--- src/rtl/pk_pkt_pkg.sv ---
package pk_pkt_pkg;

  localparam logic [5:0] DT_FS = 6'h00;
  localparam logic [5:0] DT_FE = 6'h01;
  localparam logic [5:0] DT_LS = 6'h02;
  localparam logic [5:0] DT_LE = 6'h03;

  typedef enum logic [2:0] {S_IDLE, S_SP, S_LH, S_PL, S_CRC} seq_st_t;
  typedef enum logic [1:0] {PH_INFO, PH_SMP, PH_QUAL} pl_ph_t;

  localparam logic [23:0] ECC_MASK [6] = '{24'hF12CB7, 24'hF2555B, 24'h749A6D,
                                           24'hB8E38E, 24'hDF03F0, 24'hEFFC00};

  function automatic logic [7:0] hdr_ecc(input logic [23:0] d);
    logic [7:0] e;
    e = 8'h00;
    for (int k = 0; k < 6; k++) e[k] = ^(d & ECC_MASK[k]);
    return e;
  endfunction

  function automatic logic [15:0] crc_step(input logic [15:0] c, input logic [7:0] b);
    logic [15:0] r;
    r = c ^ {8'h00, b};
    for (int i = 0; i < 8; i++) r = r[0] ? ((r >> 1) ^ 16'h8408) : (r >> 1);
    return r;
  endfunction

endpackage

--- src/rtl/pk_line_ram.sv ---
module pk_line_ram #(
  parameter int W     = 8,
  parameter int DEPTH = 4,
  parameter int AW    = (DEPTH > 1) ? $clog2(DEPTH) : 1
) (
  input  logic          clk,
  input  logic          we,
  input  logic [AW-1:0] waddr,
  input  logic [W-1:0]  wdata,
  input  logic [AW-1:0] raddr,
  output logic [W-1:0]  rdata
);
  logic [W-1:0] mem [DEPTH];

  always_ff @(posedge clk) begin
    if (we) mem[waddr] <= wdata;
    rdata <= mem[raddr];
  end
endmodule

--- src/rtl/pk_byte_seq.sv ---
module pk_byte_seq
  import pk_pkt_pkg::*;
#(
  parameter int NSAMP   = 16,
  parameter int NQUAL   = 2,
  parameter int SBYTES  = 12,
  parameter logic [5:0] LONG_DT = 6'h2C,
  parameter int SAW     = (NSAMP > 1) ? $clog2(NSAMP) : 1,
  parameter int QAW     = (NQUAL > 1) ? $clog2(NQUAL) : 1,
  parameter int SBW     = (SBYTES > 1) ? $clog2(SBYTES) : 1
) (
  input  logic                clk,
  input  logic                rst,
  input  logic [1:0]          vc,
  input  logic                qual_en,
  input  logic                frame_start,
  input  logic                frame_end,
  input  logic                chirp_end,
  input  logic [15:0]         prof,
  input  logic [15:0]         num,
  input  logic [SBYTES*8-1:0] smp_rdata,
  input  logic [15:0]         qual_rdata,
  output logic [SAW-1:0]      smp_raddr,
  output logic [QAW-1:0]      qual_raddr,
  output logic                ob_valid,
  output logic [7:0]          ob_data,
  output logic                ob_last
);
  seq_st_t st, st_d;
  pl_ph_t  ph, ph_d;
  logic [5:0]     dt, dt_d;
  logic [1:0]     cnt, cnt_d;
  logic [SAW-1:0] sidx, sidx_d;
  logic [SBW-1:0] sb, sb_d;
  logic [QAW-1:0] qidx, qidx_d;
  logic           qb, qb_d;
  logic           qen, qen_d;
  logic [15:0]    fcnt, fcnt_d, crc, crc_d;
  logic           pend_fs, pend_ln, pend_fe;
  logic           take_fs, take_ln, take_fe, emit, last;
  logic [7:0]     byte_c;
  logic [7:0]     di;
  logic [15:0]    field, wc;

  assign wc = 16'(4 + SBYTES * NSAMP) + (qen ? 16'(2 * NQUAL) : 16'd0);
  assign field = (dt == DT_LS || dt == DT_LE) ? num : fcnt;
  assign smp_raddr  = sidx_d;
  assign qual_raddr = qidx_d;

  always_comb begin
    st_d = st; ph_d = ph; dt_d = dt; cnt_d = cnt; sidx_d = sidx; sb_d = sb;
    qidx_d = qidx; qb_d = qb; qen_d = qen; fcnt_d = fcnt; crc_d = crc;
    take_fs = 1'b0; take_ln = 1'b0; take_fe = 1'b0;
    emit = 1'b0; last = 1'b0; byte_c = 8'h00; di = 8'h00;
    case (st)
      S_IDLE: begin
        cnt_d = 2'd0;
        if (pend_fs) begin
          take_fs = 1'b1; st_d = S_SP; dt_d = DT_FS;
        end else if (pend_ln) begin
          take_ln = 1'b1; st_d = S_SP; dt_d = DT_LS; qen_d = qual_en;
        end else if (pend_fe) begin
          take_fe = 1'b1; st_d = S_SP; dt_d = DT_FE;
        end
      end
      S_SP: begin
        emit = 1'b1;
        di = {vc, dt};
        case (cnt)
          2'd0: byte_c = di;
          2'd1: byte_c = field[7:0];
          2'd2: byte_c = field[15:8];
          default: byte_c = hdr_ecc({field, di});
        endcase
        cnt_d = cnt + 2'd1;
        if (cnt == 2'd3) begin
          last = 1'b1;
          st_d = (dt == DT_LS) ? S_LH : S_IDLE;
          if (dt == DT_FE) fcnt_d = fcnt + 16'd1;
        end
      end
      S_LH: begin
        emit = 1'b1;
        crc_d = 16'hFFFF;
        sidx_d = '0;
        di = {vc, LONG_DT};
        case (cnt)
          2'd0: byte_c = di;
          2'd1: byte_c = wc[7:0];
          2'd2: byte_c = wc[15:8];
          default: byte_c = hdr_ecc({wc, di});
        endcase
        cnt_d = cnt + 2'd1;
        if (cnt == 2'd3) begin
          st_d = S_PL; ph_d = PH_INFO;
        end
      end
      S_PL: begin
        emit = 1'b1;
        case (ph)
          PH_INFO: begin
            case (cnt)
              2'd0: byte_c = prof[7:0];
              2'd1: byte_c = prof[15:8];
              2'd2: byte_c = num[7:0];
              default: byte_c = num[15:8];
            endcase
            cnt_d = cnt + 2'd1;
            if (cnt == 2'd3) begin
              ph_d = PH_SMP; sidx_d = '0; sb_d = '0;
            end
          end
          PH_SMP: begin
            byte_c = smp_rdata[8*int'(sb) +: 8];
            if (sb == SBW'(SBYTES - 1)) begin
              sb_d = '0;
              if (sidx == SAW'(NSAMP - 1)) begin
                if (qen) begin
                  ph_d = PH_QUAL; qidx_d = '0; qb_d = 1'b0;
                end else begin
                  st_d = S_CRC; cnt_d = 2'd0;
                end
              end else begin
                sidx_d = sidx + SAW'(1);
              end
            end else begin
              sb_d = sb + SBW'(1);
            end
          end
          default: begin
            byte_c = qb ? qual_rdata[15:8] : qual_rdata[7:0];
            qb_d = ~qb;
            if (qb) begin
              if (qidx == QAW'(NQUAL - 1)) begin
                st_d = S_CRC; cnt_d = 2'd0;
              end else begin
                qidx_d = qidx + QAW'(1);
              end
            end
          end
        endcase
        crc_d = crc_step(crc, byte_c);
      end
      default: begin
        emit = 1'b1;
        byte_c = (cnt == 2'd0) ? crc[7:0] : crc[15:8];
        cnt_d = cnt + 2'd1;
        if (cnt == 2'd1) begin
          last = 1'b1; st_d = S_SP; dt_d = DT_LE; cnt_d = 2'd0;
        end
      end
    endcase
  end

  always_ff @(posedge clk) begin
    if (rst) begin
      st <= S_IDLE; ph <= PH_INFO; dt <= DT_FS; cnt <= 2'd0;
      sidx <= '0; sb <= '0; qidx <= '0; qb <= 1'b0; qen <= 1'b0;
      fcnt <= 16'd0; crc <= 16'hFFFF;
      pend_fs <= 1'b0; pend_ln <= 1'b0; pend_fe <= 1'b0;
      ob_valid <= 1'b0; ob_data <= 8'h00; ob_last <= 1'b0;
    end else begin
      st <= st_d; ph <= ph_d; dt <= dt_d; cnt <= cnt_d;
      sidx <= sidx_d; sb <= sb_d; qidx <= qidx_d; qb <= qb_d; qen <= qen_d;
      fcnt <= fcnt_d; crc <= crc_d;
      pend_fs <= (pend_fs & ~take_fs) | frame_start;
      pend_ln <= (pend_ln & ~take_ln) | chirp_end;
      pend_fe <= (pend_fe & ~take_fe) | frame_end;
      ob_valid <= emit; ob_data <= byte_c; ob_last <= last;
    end
  end

  logic [15:0] pl_seen;
  always_ff @(posedge clk) begin
    if (rst) pl_seen <= 16'd0;
    else if (st == S_LH) pl_seen <= 16'd0;
    else if (st == S_PL) pl_seen <= pl_seen + 16'd1;
  end

  AST_LS_THEN_HDR: assert property (@(posedge clk) disable iff (rst)
    (st == S_SP && dt == DT_LS && cnt == 2'd3) |=> (st == S_LH));
  AST_CRC_THEN_LE: assert property (@(posedge clk) disable iff (rst)
    (st == S_CRC && cnt == 2'd1) |=> (st == S_SP && dt == DT_LE && cnt == 2'd0));
  AST_WC_MATCH: assert property (@(posedge clk) disable iff (rst)
    (st == S_CRC && cnt == 2'd0) |-> (pl_seen == wc));
endmodule

--- src/rtl/pk_lane_dist.sv ---
module pk_lane_dist #(
  parameter int LANES = 4,
  parameter int LW    = (LANES > 1) ? $clog2(LANES) : 1
) (
  input  logic               clk,
  input  logic               rst,
  input  logic [1:0]         cfg_lanes,
  input  logic               in_valid,
  input  logic [7:0]         in_data,
  input  logic               in_last,
  output logic [LANES*8-1:0] lane_data,
  output logic [LANES-1:0]   lane_valid
);
  logic [7:0]    acc [LANES];
  logic [7:0]    acc_n [LANES];
  logic [LW-1:0] pos;
  logic [LW:0]   nl;
  logic [LANES-1:0] mask;
  logic          flush;

  always_comb begin
    nl = (LW + 1)'(1) << ((int'(cfg_lanes) > LW) ? LW : int'(cfg_lanes));
    for (int k = 0; k < LANES; k++) begin
      acc_n[k] = acc[k];
      mask[k]  = (k < int'(nl));
    end
    acc_n[pos] = in_data;
    flush = in_valid && (({1'b0, pos} == nl - (LW + 1)'(1)) || in_last);
  end

  always_ff @(posedge clk) begin
    if (rst) begin
      pos <= '0;
      lane_valid <= '0;
      lane_data <= '0;
      for (int k = 0; k < LANES; k++) acc[k] <= 8'h00;
    end else begin
      lane_valid <= '0;
      if (in_valid) begin
        if (flush) begin
          for (int k = 0; k < LANES; k++) begin
            lane_data[8*k +: 8] <= acc_n[k];
            acc[k] <= 8'h00;
          end
          lane_valid <= mask;
          pos <= '0;
        end else begin
          for (int k = 0; k < LANES; k++) acc[k] <= acc_n[k];
          pos <= pos + LW'(1);
        end
      end
    end
  end

  AST_POS_RANGE: assert property (@(posedge clk) disable iff (rst)
    ({1'b0, pos} < nl));
  AST_END_TOGETHER: assert property (@(posedge clk) disable iff (rst)
    (in_valid && in_last) |=> (lane_valid != '0));
endmodule

--- src/rtl/pk_chirp_packetizer.sv ---
module pk_chirp_packetizer #(
  parameter int NSAMP = 16,
  parameter int NQUAL = 2,
  parameter int NCH   = 4,
  parameter int SMP_W = 12,
  parameter int LANES = 4,
  parameter int SDW   = NCH * 2 * SMP_W
) (
  input  logic               clk,
  input  logic               rst,
  input  logic [1:0]         cfg_vc,
  input  logic [1:0]         cfg_lanes,
  input  logic               cfg_qual_en,
  input  logic               frame_start,
  input  logic               frame_end,
  input  logic               chirp_start,
  input  logic [15:0]        chirp_profile,
  input  logic [15:0]        chirp_num,
  input  logic               chirp_end,
  input  logic               smp_valid,
  input  logic [SDW-1:0]     smp_data,
  input  logic               qual_valid,
  input  logic [15:0]        qual_word,
  output logic [LANES*8-1:0] lane_data,
  output logic [LANES-1:0]   lane_valid
);
  localparam int SBYTES = SDW / 8;
  localparam int SAW = (NSAMP > 1) ? $clog2(NSAMP) : 1;
  localparam int QAW = (NQUAL > 1) ? $clog2(NQUAL) : 1;

  logic [15:0]     prof_r, num_r;
  logic [SAW-1:0]  swp, s_raddr;
  logic [QAW-1:0]  qwp, q_raddr;
  logic [SDW-1:0]  s_rdata;
  logic [15:0]     q_rdata;
  logic            s_we, q_we;
  logic            b_valid, b_last;
  logic [7:0]      b_data;

  assign s_we = smp_valid && (int'(swp) < NSAMP);
  assign q_we = qual_valid && (int'(qwp) < NQUAL);

  always_ff @(posedge clk) begin
    if (rst) begin
      prof_r <= 16'd0; num_r <= 16'd0; swp <= '0; qwp <= '0;
    end else if (chirp_start) begin
      prof_r <= chirp_profile; num_r <= chirp_num; swp <= '0; qwp <= '0;
    end else begin
      if (s_we) swp <= swp + SAW'(1);
      if (q_we) qwp <= qwp + QAW'(1);
    end
  end

  pk_line_ram #(.W(SDW), .DEPTH(NSAMP), .AW(SAW)) smp_ram_i (
    .clk(clk), .we(s_we), .waddr(swp), .wdata(smp_data),
    .raddr(s_raddr), .rdata(s_rdata));

  pk_line_ram #(.W(16), .DEPTH(NQUAL), .AW(QAW)) qual_ram_i (
    .clk(clk), .we(q_we), .waddr(qwp), .wdata(qual_word),
    .raddr(q_raddr), .rdata(q_rdata));

  pk_byte_seq #(.NSAMP(NSAMP), .NQUAL(NQUAL), .SBYTES(SBYTES),
                .SAW(SAW), .QAW(QAW)) seq_i (
    .clk(clk), .rst(rst), .vc(cfg_vc), .qual_en(cfg_qual_en),
    .frame_start(frame_start), .frame_end(frame_end), .chirp_end(chirp_end),
    .prof(prof_r), .num(num_r), .smp_rdata(s_rdata), .qual_rdata(q_rdata),
    .smp_raddr(s_raddr), .qual_raddr(q_raddr),
    .ob_valid(b_valid), .ob_data(b_data), .ob_last(b_last));

  pk_lane_dist #(.LANES(LANES)) dist_i (
    .clk(clk), .rst(rst), .cfg_lanes(cfg_lanes),
    .in_valid(b_valid), .in_data(b_data), .in_last(b_last),
    .lane_data(lane_data), .lane_valid(lane_valid));

  AST_IDLE_AFTER_RESET: assert property (@(posedge clk)
    $fell(rst) |-> (lane_valid == '0));
endmodule

--- config.mk ---
export PLATFORM = sky130hd
export DESIGN_NAME = pk_chirp_packetizer
export DESIGN_NICKNAME = d
export VERILOG_FILES = /design/src/rtl/pk_pkt_pkg.sv /design/src/rtl/pk_line_ram.sv /design/src/rtl/pk_byte_seq.sv /design/src/rtl/pk_lane_dist.sv /design/src/rtl/pk_chirp_packetizer.sv
export SDC_FILE = /design/constraint.sdc
export NUM_CORES = 2
export LEC_CHECK = 0
export BUFFER_PORTS_ARGS = -buffer_cell sky130_fd_sc_hd__buf_2
export CORE_MARGIN = 4
export CORE_UTILIZATION = 53
export DETAILED_ROUTE_END_ITERATION = 6
export PLACE_DENSITY = 0.68
export SLEW_MARGIN = 40
export SYNTH_ARGS = -nofsm -noshare
export SYNTH_HDL_FRONTEND = slang
export SYNTH_SLANG_ARGS = --single-unit
--- constraint.sdc ---
create_clock -name clk -period 4.75 [get_ports clk]
set_input_delay 0.475 -clock clk [delete_from_list [all_inputs] [get_ports clk]]
set_output_delay 0.475 -clock clk [all_outputs]
set_load 0.02 [all_outputs]
# After elaboration in Yosys (flattened, before gate mapping)

Memories as Yosys holds them, arrays and structs flattened. A register that Yosys moved wholly into a read port is not among the register bits.
Cells that the tools add are included.
Widths: inputs -> output; s select.

Flip-flop bits (word level): 144
RAM bits: 1600
Memories kept: 3

Muxes and demuxes: 112
Shifts and indexed selects: 2
$add $sub $neg: 10
Equal/unequal tests: 31
Bitwise operators: 33
Reduce and logical (&&, ||, !) cells: 37
$lt $le $gt $ge: 7

Memory list:

| memory         | words | width | rd ports | clocked after memory_dff | write ports | RTL line           | RTL |
|---|---|---|---|---|---|---|---|
| smp_ram_i.mem  | 16    | 96    | 1        | 1                        | 1           | pk_line_ram.sv:13  | `logic [W-1:0] mem [DEPTH];` |
| dist_i.acc     | 4     | 8     | 4        | 0                        | 4           | pk_lane_dist.sv:14 | `logic [7:0] acc [LANES];` |
| qual_ram_i.mem | 2     | 16    | 1        | 1                        | 1           | pk_line_ram.sv:13  |  |

Operators by type and width:

| kind                  | number |
|---|---|
| $reduce_xor 24->1     | 12 |
| $mux 16               | 9 |
| $mux 8                | 12 |
| $shiftx 96x8->8       | 1 |
| $pmux 8 s3            | 3 |
| $mux 3                | 12 |
| $mux 1                | 35 |
| $bwmux 32             | 1 |
| $pmux 16 s2           | 1 |
| $pmux 8 s4            | 1 |
| $shl 1x32->3 const A  | 1 |
| $mux 2                | 14 |
| $not 2->3             | 9 |
| $mux 6                | 4 |
| $pmux 4 s2            | 3 |
| $mux 4                | 5 |
| $ne 3x2->1 const B    | 6 |
| $add 16x1->16 const B | 1 |
| $add 8x16->16 const A | 1 |
| $demux 8 s2           | 1 |
| $pmux 8 s2            | 1 |
| $xor 16x8->16         | 1 |
| $add 4x1->4 const B   | 3 |
| $eq 6x2->1 const B    | 2 |
| other kinds (42)      | 93 |

# Longest topological paths before layout

Depth in word-level cells: 22
Mapped depth: 12
Gate-level depth less buffers: 9

# Hierarchy

A second synthesis with hierarchy kept.

Cell total of the unflattened synthesis: 3581
Area total of the unflattened synthesis: 71149.5 µm²

By module, submodules not included:

| module                    | times used | sequential area each (µm²) | area an instance (µm²) | cells each |
|---|---|---|---|---|
| pk_line_ram at smp_ram_i  | 1          | 48046.1                    | 59358.2                | 2460 |
| pk_byte_seq               | 1          | 1301.2                     | 5736.8                 | 647 |
| pk_lane_dist              | 1          | 1621.6                     | 3148.0                 | 282 |
| pk_line_ram at qual_ram_i | 1          | 1281.2                     | 1542.7                 | 68 |
| pk_chirp_packetizer       | 1          | 740.7                      | 1363.8                 | 124 |

# Least setup slack after synthesis

Ideal clock, no wire load.

Path kind: input to register
Start point: in smp_valid
End point: mem smp_ram_i.mem[0][0] (netlist bit), enable pin
Library setup time: 465 ps
Path buffers: 1
Cell stages on the path: 3
Slack: 1001 ps
Arrival time: 3284 ps
Path through: clkbuf_1 > nor3b_1 > and2_1

Longest elaborated chain between the ends: 2

RTL lines:

| what                         | RTL line                  | RTL |
|---|---|---|
| start: declaration           | pk_chirp_packetizer.sv:20 | `input logic smp_valid,` |
| $mux 1                       | pk_line_ram.sv:16         | `if (we) mem[waddr] <= wdata;` |
| $mux 1 (not written as such) | pk_line_ram.sv:16         |  |
| end: declaration             | pk_line_ram.sv:13         |  |

Every way passes these cells.

# Worst setup path after layout

Start point: reg seq_i.ph[0]
End point: reg smp_ram_i.rdata[4], read port of smp_ram_i.mem

Longest elaborated chain between the ends: 3

RTL lines:

| what                                                 | RTL line           | RTL |
|---|---|---|
| start: declaration                                   | pk_byte_seq.sv:30  | `pl_ph_t ph, ph_d;` |
| start signal: assignment                             | pk_byte_seq.sv:163 | `st <= st_d; ph <= ph_d; dt <= dt_d; cnt <= cnt_d;` |
| $eq 2x1->1 / $logic_not 2->1 (equally long branches) | pk_byte_seq.sv:100 | `case (ph)` |
| $pmux 4 s2 *                                         | pk_byte_seq.sv:100 |  |
| $pmux 4 s2 *                                         | pk_byte_seq.sv:55  | `case (st)` |
| end: declaration                                     | pk_line_ram.sv:11  | `output logic [W-1:0] rdata` |

Every way passes the cells marked *; elsewhere a longest branch is shown, timed or not.
A chain may end at the register's enable or synchronous reset.

==> summary.txt <==
Critical path
  – Number of buffer and inverter stages on the critical path: 2
  – Type of element capturing the critical path: register
  – Critical Path RT: 5.39 ns
  – Largest delay share family, worst path: buffers and inverters
  – Most used cell along the critical path: sky130_fd_sc_hd__mux2i_1
  – Cell-by-cell listing of the critical path: nor2b_1, o2111ai_1, nand4_1, buf_12, buf_4, mux2i_1, mux2i_1, mux2i_1, mux2i_1
  – Kind of critical path: register to register
  – Largest incremental delay on the critical path: 0.65 ns
  – Highest net fanout along the worst path: 52
  – Cell with the biggest individual delay on the critical path: sky130_fd_sc_hd__buf_4
  – Critical Path AT: 4.19 ns
  – Startpoint class of the critical path: register

Hold path
  – Tightest Hold Check Type: input port to register

Timing
  – Shortest period the worst path allows: 3.547 ns
  – Setup TNS: 0 ns
  – Final setup violating endpoints: 0
  – Worst-Margin Slew: 0.8803 ns
  – Worst clock skew: 0.02687 ns
  – Slew headroom: 41.31%
  – Final Hold Viols: 0
  – Unrepaired setup endpoints after global routing: false
  – Highest achievable clock rate: 281.9 MHz
  – Max-slew violation count: 0
  – Final critical-path share of the clock period: 74.67%

Detailed routing
  – DRC: 3
  – Vias per Instance: 5.736
  – Sum of routed wire length over all layers: 168,600 um
  – DRC marker count from the first detailed-route iteration: 3,025
  – Average wire per cell in the routed design: 24.85 um
  – TritonRoute pass-1 iters: 7
  – Final antenna-violating net count: 0
  – Via Count: 38,920

Synth
  – Number of cells produced by synthesis: 4,387
  – Share of flip-flops with an asynchronous set or reset after synthesis: 0%
  – EDFF count, synth: 1,592
  – Area fraction of the dominant cell type after synthesis: 63.73%
  – Seq cells post-synth: 1,851
  – Biggest area contributors in the synthesized netlist: sky130_fd_sc_hd__edfxtp_1 (64%), sky130_fd_sc_hd__mux2i_1 (21%), sky130_fd_sc_hd__dfxtp_1 (6.9%)
  – Distinct cells, synth: 75
  – Avg Synthesized Cell Area: 17.10 um^2
  – Total standard cell area after synthesis: 0.07501 mm^2
  – Yosys Warn Count: 0
  – Share of synthesized area occupied by flip-flops and latches: 70.65%
  – Most used flip-flop cell after synthesis: sky130_fd_sc_hd__edfxtp_1
  – Synthesized netlist net count: 4,563
  – Top cell type by total area after synthesis: sky130_fd_sc_hd__edfxtp_1

Clocking
  – Sinks on the clock net: 1,851
  – Number of H-tree branching levels: 4
  – Register clock-pin slew on the reported worst setup and hold paths: 0.06 ns
  – TritonCTS clock tree: built
  – Buffers from clock root to sink, at most: 3
  – TritonCTS buffer count: 184
  – Cell chosen for the clock root: sky130_fd_sc_hd__clkbuf_16
  – Clock latency reported for the late side of the worst-skew pair: 0.80 ns
  – Hold-fix buffer count after cts: 116
  – Post CTS Setup Buffer Count: 0
  – Post_cts resized: 0

Placement
  – IO buf count: 192
  – Total cell area at the placement stage: 0.07838 mm^2
  – Routability congestion estimate from global placement: 0.8766
  – Placed wire-length estimate: 94,460 um

Die
  – Height of the die: 384.2 um
  – Starting Density: 53.56%
  – Area of the die: 0.1476 mm^2
  – Site Rows: 137
  – Ports: 193
  – Area of the core: 0.1400 mm^2
  – Horiz. Die Dim: 384.2 um

Cells and area
  – Most common cell after layout, fill and taps aside: sky130_fd_sc_hd__edfxtp_1
  – Post-route cell area: 0.08559 mm^2
  – Most frequent cells in the layout: sky130_fd_sc_hd__edfxtp_1 (1,592), sky130_fd_sc_hd__mux2i_1 (1,555), sky130_fd_sc_hd__dfxtp_1 (257)
  – Fin util: 61.12%
  – Growth of design area from synthesis to finish: 14.11%
  – Share of post-route cells with drive strength above 1: 13.62%
  – Count of nets after finishing: 4,919

Power and ir drop
  – Leakage dissipation: 31.19 nW
  – Total power: 33.67 mW
  – Maximum ir drop on the vdd rail: 319.8 uV
  – Power density cells: 393.4 mW/mm^2

Run status
  – Result of the run: finished, violations left
  – Violated checks: DRC

GRT
  – First-pass GRT wire length: 248,900 um
  – Number of antenna violations at the first check in global routing: 21
  – Grt ovf: 0
  – Pin count of the biggest net entering global routing: 95
  – Via count of the first global-routing pass: 38,370
  – Aggregate global-route resource usage: 22.58%

Run
  – Count of max-cap constraint violations: 0
==> cells in the mapped netlist, types with 28 or more instances <==
| master | number |
|---|---|
| sky130_fd_sc_hd__xor2_1 | 28 |
| sky130_fd_sc_hd__dfxtp_1 | 259 |
| sky130_fd_sc_hd__a21oi_1 | 51 |
| sky130_fd_sc_hd__edfxtp_1 | 1592 |
| sky130_fd_sc_hd__nor3_1 | 32 |
| sky130_fd_sc_hd__buf_2 | 124 |
| sky130_fd_sc_hd__mux2i_1 | 1555 |
| sky130_fd_sc_hd__buf_4 | 50 |
| sky130_fd_sc_hd__xnor2_1 | 34 |
| sky130_fd_sc_hd__clkbuf_1 | 55 |
| sky130_fd_sc_hd__mux2_2 | 42 |
| sky130_fd_sc_hd__nand2_1 | 32 |
| sky130_fd_sc_hd__nor2_1 | 164 |
| sky130_fd_sc_hd__a211oi_1 | 45 |
==> cells by family after synthesis <==
| group | after synthesis | synth area share (%) |
|---|---|---|
| adders and majority gates | 19 | 0.3169 |
| xor gates and xnor gates | 71 | 0.9942 |
| DFF | 1851 | 70.65 |
| AOI/OAI and AO/OA | 215 | 2.092 |
| muxes | 1612 | 21.81 |
| and+or+nand+nor | 353 | 2.299 |
| buffers and inverters | 266 | 1.842 |
==> power by group <==
part,switching (mW),internal (mW)
clock,5.96,8.36
combinational,0.817,0.498
sequential,0.154,17.9
total,6.93,26.7
==> flip-flops by register name, summed over array words and instances (netlist names), 2 cells and up <==
register and flops:
smp_ram_i.mem 1536, smp_ram_i.rdata 96, dist_i.acc 32, dist_i.lane_data 32, qual_ram_i.mem 32, num_r 16
prof_r 16, qual_ram_i.rdata 16, seq_i.crc 16, seq_i.fcnt 16, seq_i.ob_data 8, seq_i.sb 4
seq_i.sidx 4, swp 4, dist_i.lane_valid 3, seq_i.st 3, dist_i.pos 2, seq_i.cnt 2
seq_i.dt 2, seq_i.ph 2
==> final timing paths <==
kind                                                     start                             end  slack [ns]  cells after the start
worst max-delay path                  seq_i.ph[0]$_SDFFE_PP0P_      smp_ram_i.rdata[4]$_DFF_P_        1.20                      9
worst min-delay path                              smp_data[53]  smp_ram_i.mem[6][53]$_DFFE_PP_        0.06                      1
worst max register to register        seq_i.ph[0]$_SDFFE_PP0P_      smp_ram_i.rdata[4]$_DFF_P_        1.20                      9
worst min register to register  qual_ram_i.mem[0][3]$_DFFE_PP_     qual_ram_i.rdata[3]$_DFF_P_        0.46                      1
==> final cells by class <==
| type | instances | area [um^2] |
|---|---|---|
| timing repair buffer | 419 | 3436 |
| tap | 1876 | 2347 |
| multi-input combinational | 2270 | 20720 |
| clock inverter | 78 | 775.7 |
| inverter | 17 | 63.81 |
| antenna | 9 | 22.52 |
| fill | 10160 | 54450 |
| sequential | 1851 | 52990 |
| clock buffer | 264 | 5230 |
==> through the flow <==
| step | setup slack (ns) | cells | hold WS (ns) |
|---|---|---|---|
| finish | 1.203 | 6784 | 0.05815 |
| global route | 1.033 | 6778 | 0.02740 |
| CTS | 1.235 | 6774 | 0.0001814 |
| detailed placement | 1.283 | 6316 | 0.4561 |
| global placement | 1.351 | 6311 | 0.4519 |
| floorplan | 1.001 | 4387 | 0.4478 |
==> worst register-to-register path, cell delays in order, from the launching register on <==
cell	delay [ns]
sky130_fd_sc_hd__dfxtp_1	0.48
sky130_fd_sc_hd__nor2b_1	0.60
sky130_fd_sc_hd__o2111ai_1	0.24
sky130_fd_sc_hd__nand4_1	0.29
sky130_fd_sc_hd__buf_12	0.38
sky130_fd_sc_hd__buf_4	0.66
sky130_fd_sc_hd__mux2i_1	0.33
sky130_fd_sc_hd__mux2i_1	0.12
sky130_fd_sc_hd__mux2i_1	0.19
sky130_fd_sc_hd__mux2i_1	0.11
==> layer usage <==
layer / vias to the layer above / GRT usage (%) / part of all wire (%) / wire length, um
li1: 17730 / - / - / -
met1: 19870 / 31.24 / 44 / 73920
met2: 1050 / 37.38 / 48 / 81470
met3: 261 / 3.728 / 5.4 / 9148
met4: 8 / 6.040 / 2.4 / 3991
met5: - / 0 / 0.025 / 42
Power figures use the tool's default switching activity.
